==> src/rtl/txrst_pkg.sv <==
package txrst_pkg;

  localparam logic [1:0] MODE_SINGLE = 2'b11;

  typedef enum logic [1:0] {
    ST_IDLE,
    ST_RUN,
    ST_WAITUSR
  } stateT;

  // Strobes from control to datapath
  typedef struct packed {
    logic start;       // capture config, assert selected lines
    logic releaseOne;  // release the next pending stage
    logic releaseAll;  // release every pending stage at once
    logic cntRun;      // advance the settle counter
    logic doneSet;     // raise done
  } strobeT;

endpackage

==> src/rtl/txrst_dp.sv <==
module txrst_dp
  import txrst_pkg::*;
#(
  parameter int PMA_W         = 3,
  parameter int SETTLE_CYCLES = 16
) (
  input  logic             clk,
  input  logic             rst,
  input  strobeT           stb,
  input  logic             busy,
  input  logic [PMA_W-1:0] pmaMask,
  input  logic             pcsMask,
  input  logic [1:0]       mode,
  output logic [PMA_W-1:0] pmaRst,
  output logic             pcsRst,
  output logic             done,
  output logic             cfgError,
  output logic             cntHit,
  output logic             pendEmpty,
  output logic             nextIsPcs,
  output logic             cfgSingle,
  output logic             reqSingle,
  output logic             reqEmpty
);

  localparam int LINES = PMA_W + 1;
  localparam int CNT_W = $clog2(SETTLE_CYCLES + 1);
  localparam int CFG_W = PMA_W + 3;

  // Stage-ordered vectors: index 0 is released first, index PMA_W is the PCS
  logic [LINES-1:0] selVec, pending, nextOne, lines;
  logic [CNT_W-1:0] cnt;
  logic [CFG_W-1:0] cfgNow, cfgReg;

  genvar i;
  generate
    for (i = 0; i < PMA_W; i++) begin : g_map
      assign selVec[i]            = pmaMask[PMA_W-1-i];
      assign pmaRst[PMA_W-1-i]    = lines[i];
    end
  endgenerate
  assign selVec[PMA_W] = pcsMask;
  assign pcsRst        = lines[PMA_W];

  // Lowest pending stage as a one-hot vector
  assign nextOne   = pending & (~pending + LINES'(1));
  assign nextIsPcs = nextOne[PMA_W];
  assign pendEmpty = (pending == '0);

  assign cfgNow    = {pmaMask, pcsMask, mode};
  assign cfgSingle = (cfgReg[1:0] == MODE_SINGLE);
  assign reqSingle = (mode == MODE_SINGLE);
  assign reqEmpty  = (selVec == '0);
  assign cntHit    = (cnt == CNT_W'(SETTLE_CYCLES - 1));

  always_ff @(posedge clk) begin
    if (rst) begin
      lines    <= '1;
      pending  <= '0;
      cnt      <= '0;
      cfgReg   <= '0;
      done     <= 1'b0;
      cfgError <= 1'b0;
    end else begin
      if (stb.start) begin
        cfgReg   <= cfgNow;
        pending  <= selVec;
        lines    <= lines | selVec;
        cnt      <= '0;
        done     <= 1'b0;
        cfgError <= 1'b0;
      end else begin
        if (busy && (cfgNow != cfgReg)) cfgError <= 1'b1;
        if (stb.releaseAll) begin
          lines   <= lines & ~pending;
          pending <= '0;
        end else if (stb.releaseOne) begin
          lines   <= lines & ~nextOne;
          pending <= pending & ~nextOne;
          cnt     <= '0;
        end else if (stb.cntRun) begin
          cnt <= cnt + CNT_W'(1);
        end
      end
      if (stb.doneSet) done <= 1'b1;
    end
  end

endmodule

==> src/rtl/txrst_ctrl.sv <==
module txrst_ctrl
  import txrst_pkg::*;
(
  input  logic   clk,
  input  logic   rst,
  input  logic   masterRst,
  input  logic   userReady,
  input  logic   cntHit,
  input  logic   pendEmpty,
  input  logic   nextIsPcs,
  input  logic   cfgSingle,
  input  logic   reqSingle,
  input  logic   reqEmpty,
  output strobeT stb,
  output logic   busy
);

  stateT state, stateNxt;
  logic  masterQ;
  logic  masterFall;

  assign masterFall = masterQ & ~masterRst;
  assign busy       = (state != ST_IDLE);

  always_ff @(posedge clk) begin
    if (rst) begin
      state   <= ST_IDLE;
      masterQ <= 1'b0;
    end else begin
      state   <= stateNxt;
      masterQ <= masterRst;
    end
  end

  always_comb begin
    stb      = '0;
    stateNxt = state;
    case (state)
      ST_IDLE: begin
        if (masterFall) begin
          stb.start = 1'b1;
          if (!reqSingle && reqEmpty) stb.doneSet = 1'b1;
          else                        stateNxt    = ST_RUN;
        end
      end
      ST_RUN: begin
        stb.cntRun = 1'b1;
        if (cntHit) begin
          if (cfgSingle) begin
            stb.releaseAll = 1'b1;
            stateNxt       = ST_IDLE;
          end else if (pendEmpty) begin
            stb.doneSet = 1'b1;
            stateNxt    = ST_IDLE;
          end else if (nextIsPcs && !userReady) begin
            stateNxt = ST_WAITUSR;
          end else begin
            stb.releaseOne = 1'b1;
          end
        end
      end
      ST_WAITUSR: begin
        if (userReady) begin
          stb.releaseOne = 1'b1;
          stateNxt       = ST_RUN;
        end
      end
      default: stateNxt = ST_IDLE;
    endcase
  end

endmodule

==> src/rtl/tx_reset_seq.sv <==
module tx_reset_seq
  import txrst_pkg::*;
#(
  parameter int SETTLE_CYCLES = 16
) (
  input  logic       clk,
  input  logic       rst,
  input  logic       masterRst,
  input  logic [2:0] pmaMask,
  input  logic       pcsMask,
  input  logic [1:0] mode,
  input  logic       userReady,
  output logic [2:0] pmaRst,
  output logic       pcsRst,
  output logic       done,
  output logic       cfgError
);

  strobeT stb;
  logic   busy, cntHit, pendEmpty, nextIsPcs, cfgSingle, reqSingle, reqEmpty;

  txrst_ctrl u_ctrl (
    .clk       (clk),
    .rst       (rst),
    .masterRst (masterRst),
    .userReady (userReady),
    .cntHit    (cntHit),
    .pendEmpty (pendEmpty),
    .nextIsPcs (nextIsPcs),
    .cfgSingle (cfgSingle),
    .reqSingle (reqSingle),
    .reqEmpty  (reqEmpty),
    .stb       (stb),
    .busy      (busy)
  );

  txrst_dp #(
    .PMA_W         (3),
    .SETTLE_CYCLES (SETTLE_CYCLES)
  ) u_dp (
    .clk       (clk),
    .rst       (rst),
    .stb       (stb),
    .busy      (busy),
    .pmaMask   (pmaMask),
    .pcsMask   (pcsMask),
    .mode      (mode),
    .pmaRst    (pmaRst),
    .pcsRst    (pcsRst),
    .done      (done),
    .cfgError  (cfgError),
    .cntHit    (cntHit),
    .pendEmpty (pendEmpty),
    .nextIsPcs (nextIsPcs),
    .cfgSingle (cfgSingle),
    .reqSingle (reqSingle),
    .reqEmpty  (reqEmpty)
  );

endmodule

==> config.mk <==
export PLATFORM = sky130hd
export DESIGN_NAME = tx_reset_seq
export DESIGN_NICKNAME = d
export VERILOG_FILES = /design/src/rtl/txrst_pkg.sv /design/src/rtl/txrst_dp.sv /design/src/rtl/txrst_ctrl.sv /design/src/rtl/tx_reset_seq.sv
export SDC_FILE = /design/constraint.sdc
export NUM_CORES = 1
export LEC_CHECK = 0
export BUFFER_PORTS_ARGS = -buffer_cell sky130_fd_sc_hd__buf_2
export CORE_ASPECT_RATIO = 1.2
export CORE_UTILIZATION = 45
export CTS_BUF_LIST = sky130_fd_sc_hd__clkbuf_2
export CTS_CLUSTER_SIZE = 28
export DETAILED_ROUTE_END_ITERATION = 10
export REMOVE_ABC_BUFFERS = 1
export SETUP_SLACK_MARGIN = 0.15
export SLEW_MARGIN = 5
export SYNTH_ARGS = -nofsm -noshare
export SYNTH_HDL_FRONTEND = slang
export SYNTH_SLANG_ARGS = --single-unit
==> constraint.sdc <==
create_clock -name clk -period 4.5 [get_ports clk]
set_clock_uncertainty 0.15 [all_clocks]
set_input_delay 0.675 -clock clk [delete_from_list [all_inputs] [get_ports clk]]
set_output_delay 0.675 -clock clk [all_outputs]
set_load 0.005 [all_outputs]
==> key figures, run 1 <==
Outcome
  • Status: completed

Cells and area
  • Nets: 180
  • Ant diodes: 0
  • Fill count: 285
  • P&R area growth vs syn: 6.30%
  • Area occupied by multi-input gates: 771 µm²
  • Register Area: 480 µm²
  • Share of cells above drive strength 1: 0.166
  • Final non-filler cell total: 197

Global routing
  • Initial antenna violation count: 0
  • GRT Residual Overflow: 0
  • Largest net degree at the start of global routing: 24
  • Number of global-route vias before repair: 1106
  • First-pass GRT wire length: 4880 µm
  • Gr usage total: 0.206

Placed design
  • Pre-CTS setup slack: 2.36 ns
  • DP Wirelength: 2200 µm
  • Port bufs: 15
  • Dpl cells: 193
  • RePlAce Congestion: 0.799

CTS
  • Setup Fix Bufs, Post-CTS: 0
  • Post_cts resized: 0
  • H-tree Lvls: 1
  • Root Driver: clkbuf_2
  • Clk_lat worst skew: 0.34 ns
  • CTS tree: yes
  • Clk buf depth: 2
  • Sink Count: 24
  • TritonCTS Buffers: 3
  • CTS Hold Bufs: 0
  • Clock slew at reported path FFs: 0.23 ns

Setup path
  • RR Startpoint: u_ctrl.state[0]
  • Crit-path max FO: 13
  • Arrival time at the worst endpoint: 2.30 ns
  • CP startpoint: u_ctrl.state[0]
  • Critical path type: reg2reg
  • Top Family by Delay on Critical Path: compound AO/OA/AOI/OAI gates
  • CP max stage cell: nand3b_1
  • Worst path bufs/invs: 1
  • CP Launch Type: register
  • Crit. End Element: register
  • Critical Path RT: 4.67 ns
  • CP peak stage delay: 0.44 ns
  • Sequence of cells on the critical path: inv_1 -> ha_1 -> nand3b_1 -> nand3_1 -> a31oi_1 -> a21o_2

Timing
  • RSZ-0062 raised after global routing: false
  • Setup TNS: 0 ns
  • Setup slack after layout: 2.37 ns
  • Final setup violating endpoints: 0
  • Slew headroom: 0.599
  • Fmax: 469 MHz
  • Final Cycle Share: 0.474
  • Minimum clock period after layout: 2.13 ns
  • Final Max Tran Viols: 0
  • Endpoints failing hold: 0
  • Actual slew at the worst max-slew pin: 0.601 ns

Die
  • Initial core utilization: 0.473
  • Die H: 61.6 µm
  • Core footprint: 2810 µm²
  • Rows: 21
  • Chip Width: 51.6 µm
  • Num ports: 16
  • Full die area: 3180 µm²

Yosys
  • Post-synth EDFFs: 0
  • Syn avg cell area: 8.64 µm²
  • Register area share after synthesis: 0.361
  • Synth warn: 0
  • Post-synth ARST share: 0
  • Synth Cell Area: 1330 µm²
  • Main synth FF type: dfxtp_1
  • Gate Count Post-Synth: 154
  • #FFs+latches synth: 24
  • Post-synth cell types: 49

Worst hold path
  • Tightest Hold Check Type: reg2reg
  • Hold_sp: u_dp.done

Route
  • DR DRC count: 0
  • Vias per cell: 5.94
  • Drt pass-1 iters: 4
  • Final WL: 2970 µm
  • Vias: 1170
  • Wirelength per Cell: 15.1 µm
  • DRT antenna net count: 0
  • Violation count after the first detailed-route iteration: 34

Power
  • Cell leakage power: 0.548 nW
  • Total power per unit cell area: 354 nW/µm²
  • IR drop worst, VDD: 0.193 mV

Job
  • Maxcap violations: 0
cells in the mapped netlist (all sizes together), types with 4 or more instances:
cell,number,area share
a21o,4,0.024
a21oi,17,0.064
buf,4,0.022
clkbuf,6,0.018
dfxtp,24,0.36
ha,6,0.056
inv,7,0.020
nand2,19,0.056
nor2,11,0.031
nor3,4,0.024
xnor2,5,0.033
sequential cells by signal (all words and copies together), names as in the netlist:
signal and cells:
u_ctrl.masterQ 1, u_ctrl.state 2, u_dp.cfgError 1, u_dp.cfgReg 6, u_dp.cnt 5, u_dp.done 1, u_dp.lines 4, u_dp.pending 4
metrics by stage:
stage / utilization / hold slack (ns) / area (µm²) / power (mW)
final: 0.503 / 0.324 / 1410 / 0.500
after floorplan: - / 0.292 / 1280 / 0.373
after global placement: 0.496 / 0.288 / 1400 / 0.413
after global routing: 0.503 / 0.358 / 1410 / 0.535
after CTS: 0.503 / 0.332 / 1410 / 0.502
after detailed placement: 0.496 / 0.306 / 1400 / 0.418
report_power, final:
part | internal (mW) | total, mW | switching, mW
registers | 0.235 | 0.256 | 0.0214
clock network | 0.0193 | 0.0858 | 0.0664
logic | 0.0623 | 0.158 | 0.0955
area by class of cell:
class | instances | share of cell area
clock inverter | 1 | 0.00265
clock buffer | 3 | 0.0106
inverter | 7 | 0.0186
tap | 34 | 0.0301
multi-input combinational | 113 | 0.545
sequential | 24 | 0.340
timing repair buffer | 15 | 0.0531
worst min-delay path, cell delays in order (launching register included):
cell	delay [ns]
dfxtp_1	0.36
nand2_1	0.05
a21oi_1	0.05
final timing paths:
kind	endpoint	slack, ns	cells after the start
setup / recovery	u_dp.pending[2]	2.37	6
hold reg to reg	u_dp.done	0.32	2
hold / removal	u_dp.done	0.32	2
setup reg to reg	u_dp.pending[2]	2.37	6
per-layer routing:
layer / GRT usage / wire [µm] / vias to the layer above
met5: 0 / 0 / -
met4: 0.0811 / 45 / 0
met3: 0.0222 / 78 / 5
met2: 0.369 / 1450 / 23
met1: 0.251 / 1400 / 562
li1: - / - / 580
layout by cell type (no fill, tap or decap), types with 2 or more instances in the layout:
master     netlist  final
a211o_2          2      2
a21o_1           3      3
a21oi_1         17     17
a31oi_1          3      3
a32oi_1          3      3
buf_2            2     15
clkbuf_2         1      3
dfxtp_1         24     24
ha_1             6      6
inv_1            7      7
nand2_1         18     18
nand3_1          3      3
nand3b_1         2      2
nand4_1          3      3
nor2_1          11     11
nor3_1           3      3
nor4_1           2      2
o2bb2ai_1        3      3
xnor2_1          5      5
xor2_1           3      3
cells by family (layout without fill, tap and decap cells):
| group | Yosys count | in the layout | synth area share |
|---|---|---|---|
| buffers and inverters | 17 | 26 | 0.0593 |
| AOI/OAI and AO/OA | 48 | 48 | 0.275 |
| DFF | 24 | 24 | 0.361 |
| xor gates and xnor gates | 8 | 8 | 0.0527 |
| and+or+nand+nor | 51 | 51 | 0.196 |
| adders and majority gates | 6 | 6 | 0.0564 |
Power figures use the tool's default switching activity.
==> inputs of run 2 (changes only) <==
Clock period 4.5 ns to 2.1 ns, I/O delays scaled along.
==> run 2 against run 1 <==
Global-route usage rose by 1.4 points. Setup slack got worse by 2.2 ns. Critical path type unchanged. Die area unchanged. Critical endpoint is now u_dp.lines[1]. Non-clock buffer count grew 9. Clock power rose to 3.6 times the previous value. Utilization is 6.8 points higher. Critical path depth is 1 higher. Hold slack worse by 0.25 ns. Final cell count up 4.6%. Via count rose by 1.8%.
==> key figures, run 2 (synthesis gave the netlist of run 1 again) <==
Outcome
  • Status: completed

Cells and area
  • Most common cell after layout, fill and taps aside: dfxtp_1
  • Share of cells above drive strength 1: 0.326 (+0.160)
  • Largest regs: u_dp.cfgReg x6, u_dp.cnt x5
  • Fill count: 259 (-9.1%)
  • Nets: 189 (+5.0%)
  • Area occupied by multi-input gates: 863 µm² (+12%)
  • Most frequent cells in the layout: 20 x dfxtp_1, 17 x nand2_1, 16 x a21oi_1
  • Register Area: 485 µm² (+1.0%)
  • P&R area growth vs syn: 20.7%
  • Ant diodes: 0 (unchanged)
  • Most flop-heavy register: u_dp.cfgReg
  • Max reg flops: 6 (unchanged)

Setup path
  • Critical Path RT: 2.24 ns (-2.43 ns)
  • Cell depth of the worst setup path: 7 (+1)
  • Critical path type: reg2reg
  • Arrival time at the worst endpoint: 2.03 ns (-0.27 ns)
  • Top Family by Delay on Critical Path: compound AO/OA/AOI/OAI gates
  • Critical path endpoint: u_dp.lines[1]
  • Worst path bufs/invs: 0 (-1)
  • CP startpoint: u_dp.cnt[1]
  • Reg2reg end: u_dp.lines[1]
  • Crit-path max FO: 5 (-8)
  • Sequence of cells on the critical path: ha_2 -> and3_4 -> ha_4 -> nand2_2 -> a221oi_4 -> nand4b_1 -> a21o_1
  • CP Launch Type: register
  • RR Startpoint: u_dp.cnt[1]
  • R2R cell count: 7 (+1)
  • CP max stage cell: dfxtp_2
  • CP peak stage delay: 0.40 ns (-0.04 ns)
  • Crit. End Element: register
  • R2R Setup Slk: 0.21 ns (-2.16 ns)

Global routing
  • Met3 Resource Use GR: 0.0222 (unchanged)
  • Gr usage total: 0.220 (+0.0142)
  • First-pass GRT wire length: 5220 µm (+7.1%)
  • Largest net degree at the start of global routing: 22 (-8.3%)
  • Met1 GRT Util: 0.288 (+0.0366)
  • Busiest layer in global routing: met2
  • Met2 GRT Util: 0.375 (+0.00557)
  • Number of global-route vias before repair: 1138 (+2.9%)
  • Initial antenna violation count: 0 (unchanged)
  • GRT Residual Overflow: 0 (unchanged)

Route
  • DR DRC count: 0 (unchanged)
  • Drt pass-1 iters: 4 (unchanged)
  • DRT antenna net count: 0 (unchanged)
  • Wirelength per Cell: 15.5 µm (+2.6%)
  • Vias per cell: 5.78 (-2.7%)
  • Vias: 1191 (+1.8%)
  • Final WL: 3190 µm (+7.3%)
  • Violation count after the first detailed-route iteration: 33 (-2.9%)

Timing
  • Final Max Tran Viols: 0 (unchanged)
  • Setup TNS: 0 ns (unchanged)
  • Endpoints failing hold: 0 (unchanged)
  • Final Cycle Share: 0.899 (+0.425)
  • Actual slew at the worst max-slew pin: 0.599 ns (-0.00242 ns)
  • Setup slack after layout: 0.212 ns (-2.16 ns)
  • Slew headroom: 0.599 (about the same)
  • WHS: 0.0690 ns (-0.255 ns)
  • Fmax: 530 MHz (+13%)
  • Final setup violating endpoints: 0 (unchanged)
  • Minimum clock period after layout: 1.89 ns (-0.244 ns)
  • RSZ-0062 raised after global routing: true

CTS
  • H-tree Lvls: 1 (unchanged)
  • Clk_lat worst skew: 0.35 ns (about the same)
  • CTS tree: yes
  • Root Driver: clkbuf_2
  • CTS Hold Bufs: 0 (unchanged)
  • Clock slew at reported path FFs: 0.25 ns (+0.02 ns)
  • Clk buf depth: 2 (unchanged)
  • TritonCTS Buffers: 3 (unchanged)
  • Sink Count: 24 (unchanged)

Placed design
  • Port bufs: 15 (unchanged)
  • Pre-CTS setup slack: 0.0455 ns (-2.32 ns)
  • DP Wirelength: 2260 µm (+3.2%)
  • RePlAce Congestion: 0.773 (-3.3%)

Die
  • Rows: 21 (unchanged)
  • Num ports: 16 (unchanged)
  • Initial core utilization: 0.473 (unchanged)
  • Full die area: 3180 µm² (unchanged)
  • Die H: 61.6 µm (unchanged)
  • Chip Width: 51.6 µm (unchanged)
  • Core footprint: 2810 µm² (unchanged)

Power
  • IR drop worst, VDD: 0.598 mV (+210%)
  • Total power per unit cell area: 811 nW/µm² (+130%)
  • Cell leakage power: 0.626 nW (+14%)
  • Design Power: 1.30 mW (+160%)

Worst hold path
  • Tightest Hold Check Type: in2reg

Job
  • Maxcap violations: 0 (unchanged)
==> run 2: cell types whose count changed in the layout (fill, tap and decap cells not counted), moves of 3 or more <==
| cell | before | now |
|---|---|---|
| dfxtp_2 | 0 | 4 |
| buf_4 | 0 | 9 |
| dfxtp_1 | 24 | 20 |
| ha_1 | 6 | 3 |
==> run 2: per-layer routing <==
layer	up-vias	wire, µm
li1	597	-
met1	573	1530
met2	17	1560
met3	4	59
met4	0	36
met5	-	0
==> run 2: worst min path at each step <==
stage                          end  cells after the start  startpoint
global placement         u_dp.done                      2   u_dp.done
detailed placement       u_dp.done                      2   u_dp.done
floorplan           u_dp.cfgReg[0]                      1         rst
global route        u_dp.cfgReg[1]                      3     mode[1]
CTS                 u_ctrl.masterQ                      2   masterRst
finish              u_ctrl.masterQ                      2   masterRst
==> run 2: cell type report <==
class | instances | area share
Multi-Input combinational cell | 113 | 0.538
Timing Repair Buffer | 24 | 0.0889
Tap cell | 34 | 0.0265
Sequential cell | 24 | 0.302
Clock inverter | 1 | 0.0187
Clock buffer | 3 | 0.00935
Inverter | 7 | 0.0164
==> run 2: metrics by stage <==
| step | utilization | instance area (µm²) | std cells |
|---|---|---|---|
| after floorplan | - | 1280 | 144 |
| after detailed placement | 0.512 | 1440 | 199 |
| final | 0.571 | 1610 | 206 |
| after CTS | 0.545 | 1530 | 206 |
| after global routing | 0.571 | 1610 | 206 |
| after global placement | 0.512 | 1440 | 199 |
==> run 2: timing repair <==
action | 4_1_cts | 5_1_grt
pin swaps | 3 | 10
buffers inserted | 3 | 0
gates cloned | 0 | 0
resized for setup | 7 | 19
endpoints found under the hold margin | 0 | 0
endpoints found under the setup margin | 12 | 13
==> run 2: power breakdown <==
part	internal [mW]	leakage (nW)	switching [mW]
clock	0.164	0.0266	0.145
sequential	0.509	0.197	0.0436
combinational	0.197	0.403	0.245
total	0.869	0.626	0.433
==> run 2: worst reg2reg max path, stage by stage (launching register included) <==
cell	delay, ns
dfxtp_2	0.40
ha_2	0.17
and3_4	0.19
ha_4	0.16
nand2_2	0.08
a221oi_4	0.35
nand4b_1	0.15
a21o_1	0.18
==> inputs of run 3 (changes only) <==
Settings changed: CTS_CLUSTER_DIAMETER from default to 150, GPL_TIMING_DRIVEN from default to 0, PLACE_DENSITY from default to 0.67.
Clock period 2.1 ns to 1.59 ns, I/O delays scaled along.
==> run 3 against run 2 <==
The flow now finishes with violations (negative setup slack). Wire length grew 13%. Maximum frequency shrank 0.69%. Register-to-register slack lost 0.52 ns. Final area grew 14%. Power grew 34%. Clock power shrank 23%. Global-route usage grew 2.5 points. Sequential share of layout area shrank 3.6 points. Setup slack lost 0.52 ns. Utilization grew 7.8 points. Hold slack lost 0.019 ns. Sequential power grew 33%. Critical path type unchanged. Critical endpoint is now u_dp.cnt[4].
==> key figures, run 3 (synthesis gave the netlist of run 1 again) <==
Timing
  • Setup TNS: -4.40 ns (-4.40 ns)
  • Final Cycle Share: 1.20 (+0.297)
  • Setup slack after layout: -0.312 ns (-0.523 ns)
  • Actual slew at the worst max-slew pin: 0.521 ns (-0.0779 ns)
  • Final setup violating endpoints: 20 (+20)
  • Endpoints failing hold: 0 (unchanged)
  • Fmax: 526 MHz (-0.69%)
  • Minimum clock period after layout: 1.90 ns (+0.0132 ns)
  • WHS: 0.0503 ns (-0.0186 ns)
  • RSZ-0062 raised after global routing: true
  • Slew headroom: 0.649 (+0.0506)
  • Final Max Tran Viols: 0 (unchanged)

Global routing
  • Gr usage total: 0.245 (+0.0255)
  • Initial antenna violation count: 0 (unchanged)
  • Largest net degree at the start of global routing: 24 (+9.1%)
  • GRT Residual Overflow: 0 (unchanged)
  • First-pass GRT wire length: 5740 µm (+9.9%)
  • Number of global-route vias before repair: 1232 (+8.3%)

Route
  • DRT antenna net count: 0 (unchanged)
  • Violation count after the first detailed-route iteration: 49 (+48%)
  • Vias per cell: 5.77 (-0.22%)
  • Wirelength per Cell: 16.1 µm (+3.7%)
  • Drt pass-1 iters: 4 (unchanged)
  • DR DRC count: 0 (unchanged)
  • Final WL: 3610 µm (+13%)
  • Vias: 1298 (+9.0%)

Die
  • Chip Width: 51.6 µm (unchanged)
  • Core footprint: 2810 µm² (unchanged)
  • Rows: 21 (unchanged)
  • Full die area: 3180 µm² (unchanged)
  • Num ports: 16 (unchanged)
  • Die H: 61.6 µm (unchanged)
  • Initial core utilization: 0.473 (unchanged)

Cells and area
  • Share of cells above drive strength 1: 0.387 (+0.0619)
  • P&R area growth vs syn: 37.2%
  • Most frequent cells in the layout: 20 x dfxtp_1, 19 x buf_4, 16 x a21oi_1
  • Final non-filler cell total: 225 (+9.2%)
  • Largest regs: u_dp.cfgReg x6, u_dp.cnt x5
  • Ant diodes: 0 (unchanged)
  • Most flop-heavy register: u_dp.cfgReg
  • Max reg flops: 6 (unchanged)
  • Utilization after layout: 0.649 (+0.0779)
  • Most common cell after layout, fill and taps aside: dfxtp_1
  • Nets: 208 (+10%)

Outcome
  • Violated checks: negative setup slack
  • Status: finished with violations

Setup path
  • Sequence of cells on the critical path: ha_4 -> and3_4 -> ha_4 -> nand2_4 -> a221oi_4 -> a211o_1 -> a311oi_2
  • Top Family by Delay on Critical Path: compound AO/OA/AOI/OAI gates
  • Most used cell, CP: ha_4
  • CP max stage cell: dfxtp_2
  • Critical Path RT: 1.68 ns (-0.56 ns)
  • Crit. End Element: register
  • Crit-path max FO: 5 (unchanged)
  • Critical path type: reg2reg
  • CP Launch Type: register
  • Arrival time at the worst endpoint: 1.99 ns (-0.04 ns)
  • Worst path bufs/invs: 0 (unchanged)
  • CP peak stage delay: 0.41 ns (about the same)

CTS
  • TritonCTS Buffers: 3 (unchanged)
  • Root Driver: clkbuf_2
  • Clock slew at reported path FFs: 0.23 ns (-0.02 ns)
  • Clk_lat worst skew: 0.34 ns (about the same)
  • H-tree Lvls: 1 (unchanged)
  • Clk buf depth: 2 (unchanged)
  • Sink Count: 24 (unchanged)
  • CTS tree: yes

Worst hold path
  • Tightest Hold Check Type: in2reg

Power
  • IR drop worst, VDD: 0.644 mV (+7.6%)
  • Cell leakage power: 0.729 nW (+16%)
  • Total power per unit cell area: 957 nW/µm² (+18%)

Placed design
  • RePlAce Congestion: 0.782 (+1.2%)
  • DP Wirelength: 2030 µm (-10%)
  • Dpl cells: 193 (-3.0%)
  • Port bufs: 15 (unchanged)

Job
  • Maxcap violations: 0 (unchanged)
## run 3: cell types whose count changed in the layout (fill, tap and decap cells not counted), moves of 3 or more
| cell | before | now |
|---|---|---|
| nand2_1 | 17 | 14 |
| dlygate4sd3_1 | 0 | 6 |
| buf_4 | 9 | 19 |
| buf_6 | 0 | 3 |
## run 3: what timing repair did
action,CTS,global route
buffers inserted,15,7
pin swaps,14,9
endpoints found under the setup margin,23,23
hold endpoints to repair,4,3
gates resized for setup,32,15
hold buffers,4,2
## run 3: final timing paths
check | start | end | slack [ns] | depth (start not counted)
setup / recovery | u_dp.cnt[1] | u_dp.cnt[4] | -0.31 | 7
hold / removal | pmaMask[0] | u_dp.cfgReg[3] | 0.05 | 3
setup reg to reg | u_dp.cnt[1] | u_dp.cnt[4] | -0.31 | 7
hold reg to reg | u_dp.cfgReg[5] | u_dp.cfgReg[5] | 0.34 | 2
## run 3: through the flow
stage / total power [mW] / setup WS (ns) / instance area (µm²)
final: 1.75 / -0.312 / 1820
after global routing: 1.87 / -0.390 / 1820
after CTS: 1.65 / -0.283 / 1710
after detailed placement: 1.18 / -0.538 / 1400
after global placement: 1.16 / -0.518 / 1400
after floorplan: 1.06 / -0.295 / 1280
## run 3: report_power, final
group / leakage (nW) / internal, mW / switching [mW] / total [mW]
clock: 0.0140 / 0.0547 / 0.184 / 0.238
sequential: 0.197 / 0.672 / 0.0631 / 0.735
combinational: 0.518 / 0.379 / 0.393 / 0.772
## run 3: layer usage
layer  GRT usage  share of wire  vias to the layer above  wire [µm]
met3      0.0370          0.033                        8        121
li1            -              -                      635          -
met5           0              0                        -          0
met2       0.456           0.52                       35       1870
met4      0.0811          0.019                        0         70
met1       0.287           0.43                      620       1550
## run 3: layout make-up
cell class | instances | area (µm²)
clock inverters | 1 | 3.75
flip-flops and latches | 24 | 485
repair buffers | 43 | 312
inverters | 7 | 33.8
multi-input cells | 113 | 932
fillers | 232 | 987
well taps | 34 | 42.5
clock buffers | 3 | 15.0
## run 3: worst reg2reg max path, stage by stage, from the launching register on
cell and delay (ns):
dfxtp_2 0.41, ha_4 0.14, and3_4 0.20, ha_4 0.17, nand2_4 0.07, a221oi_4 0.35
a211o_1 0.27, a311oi_2 0.05
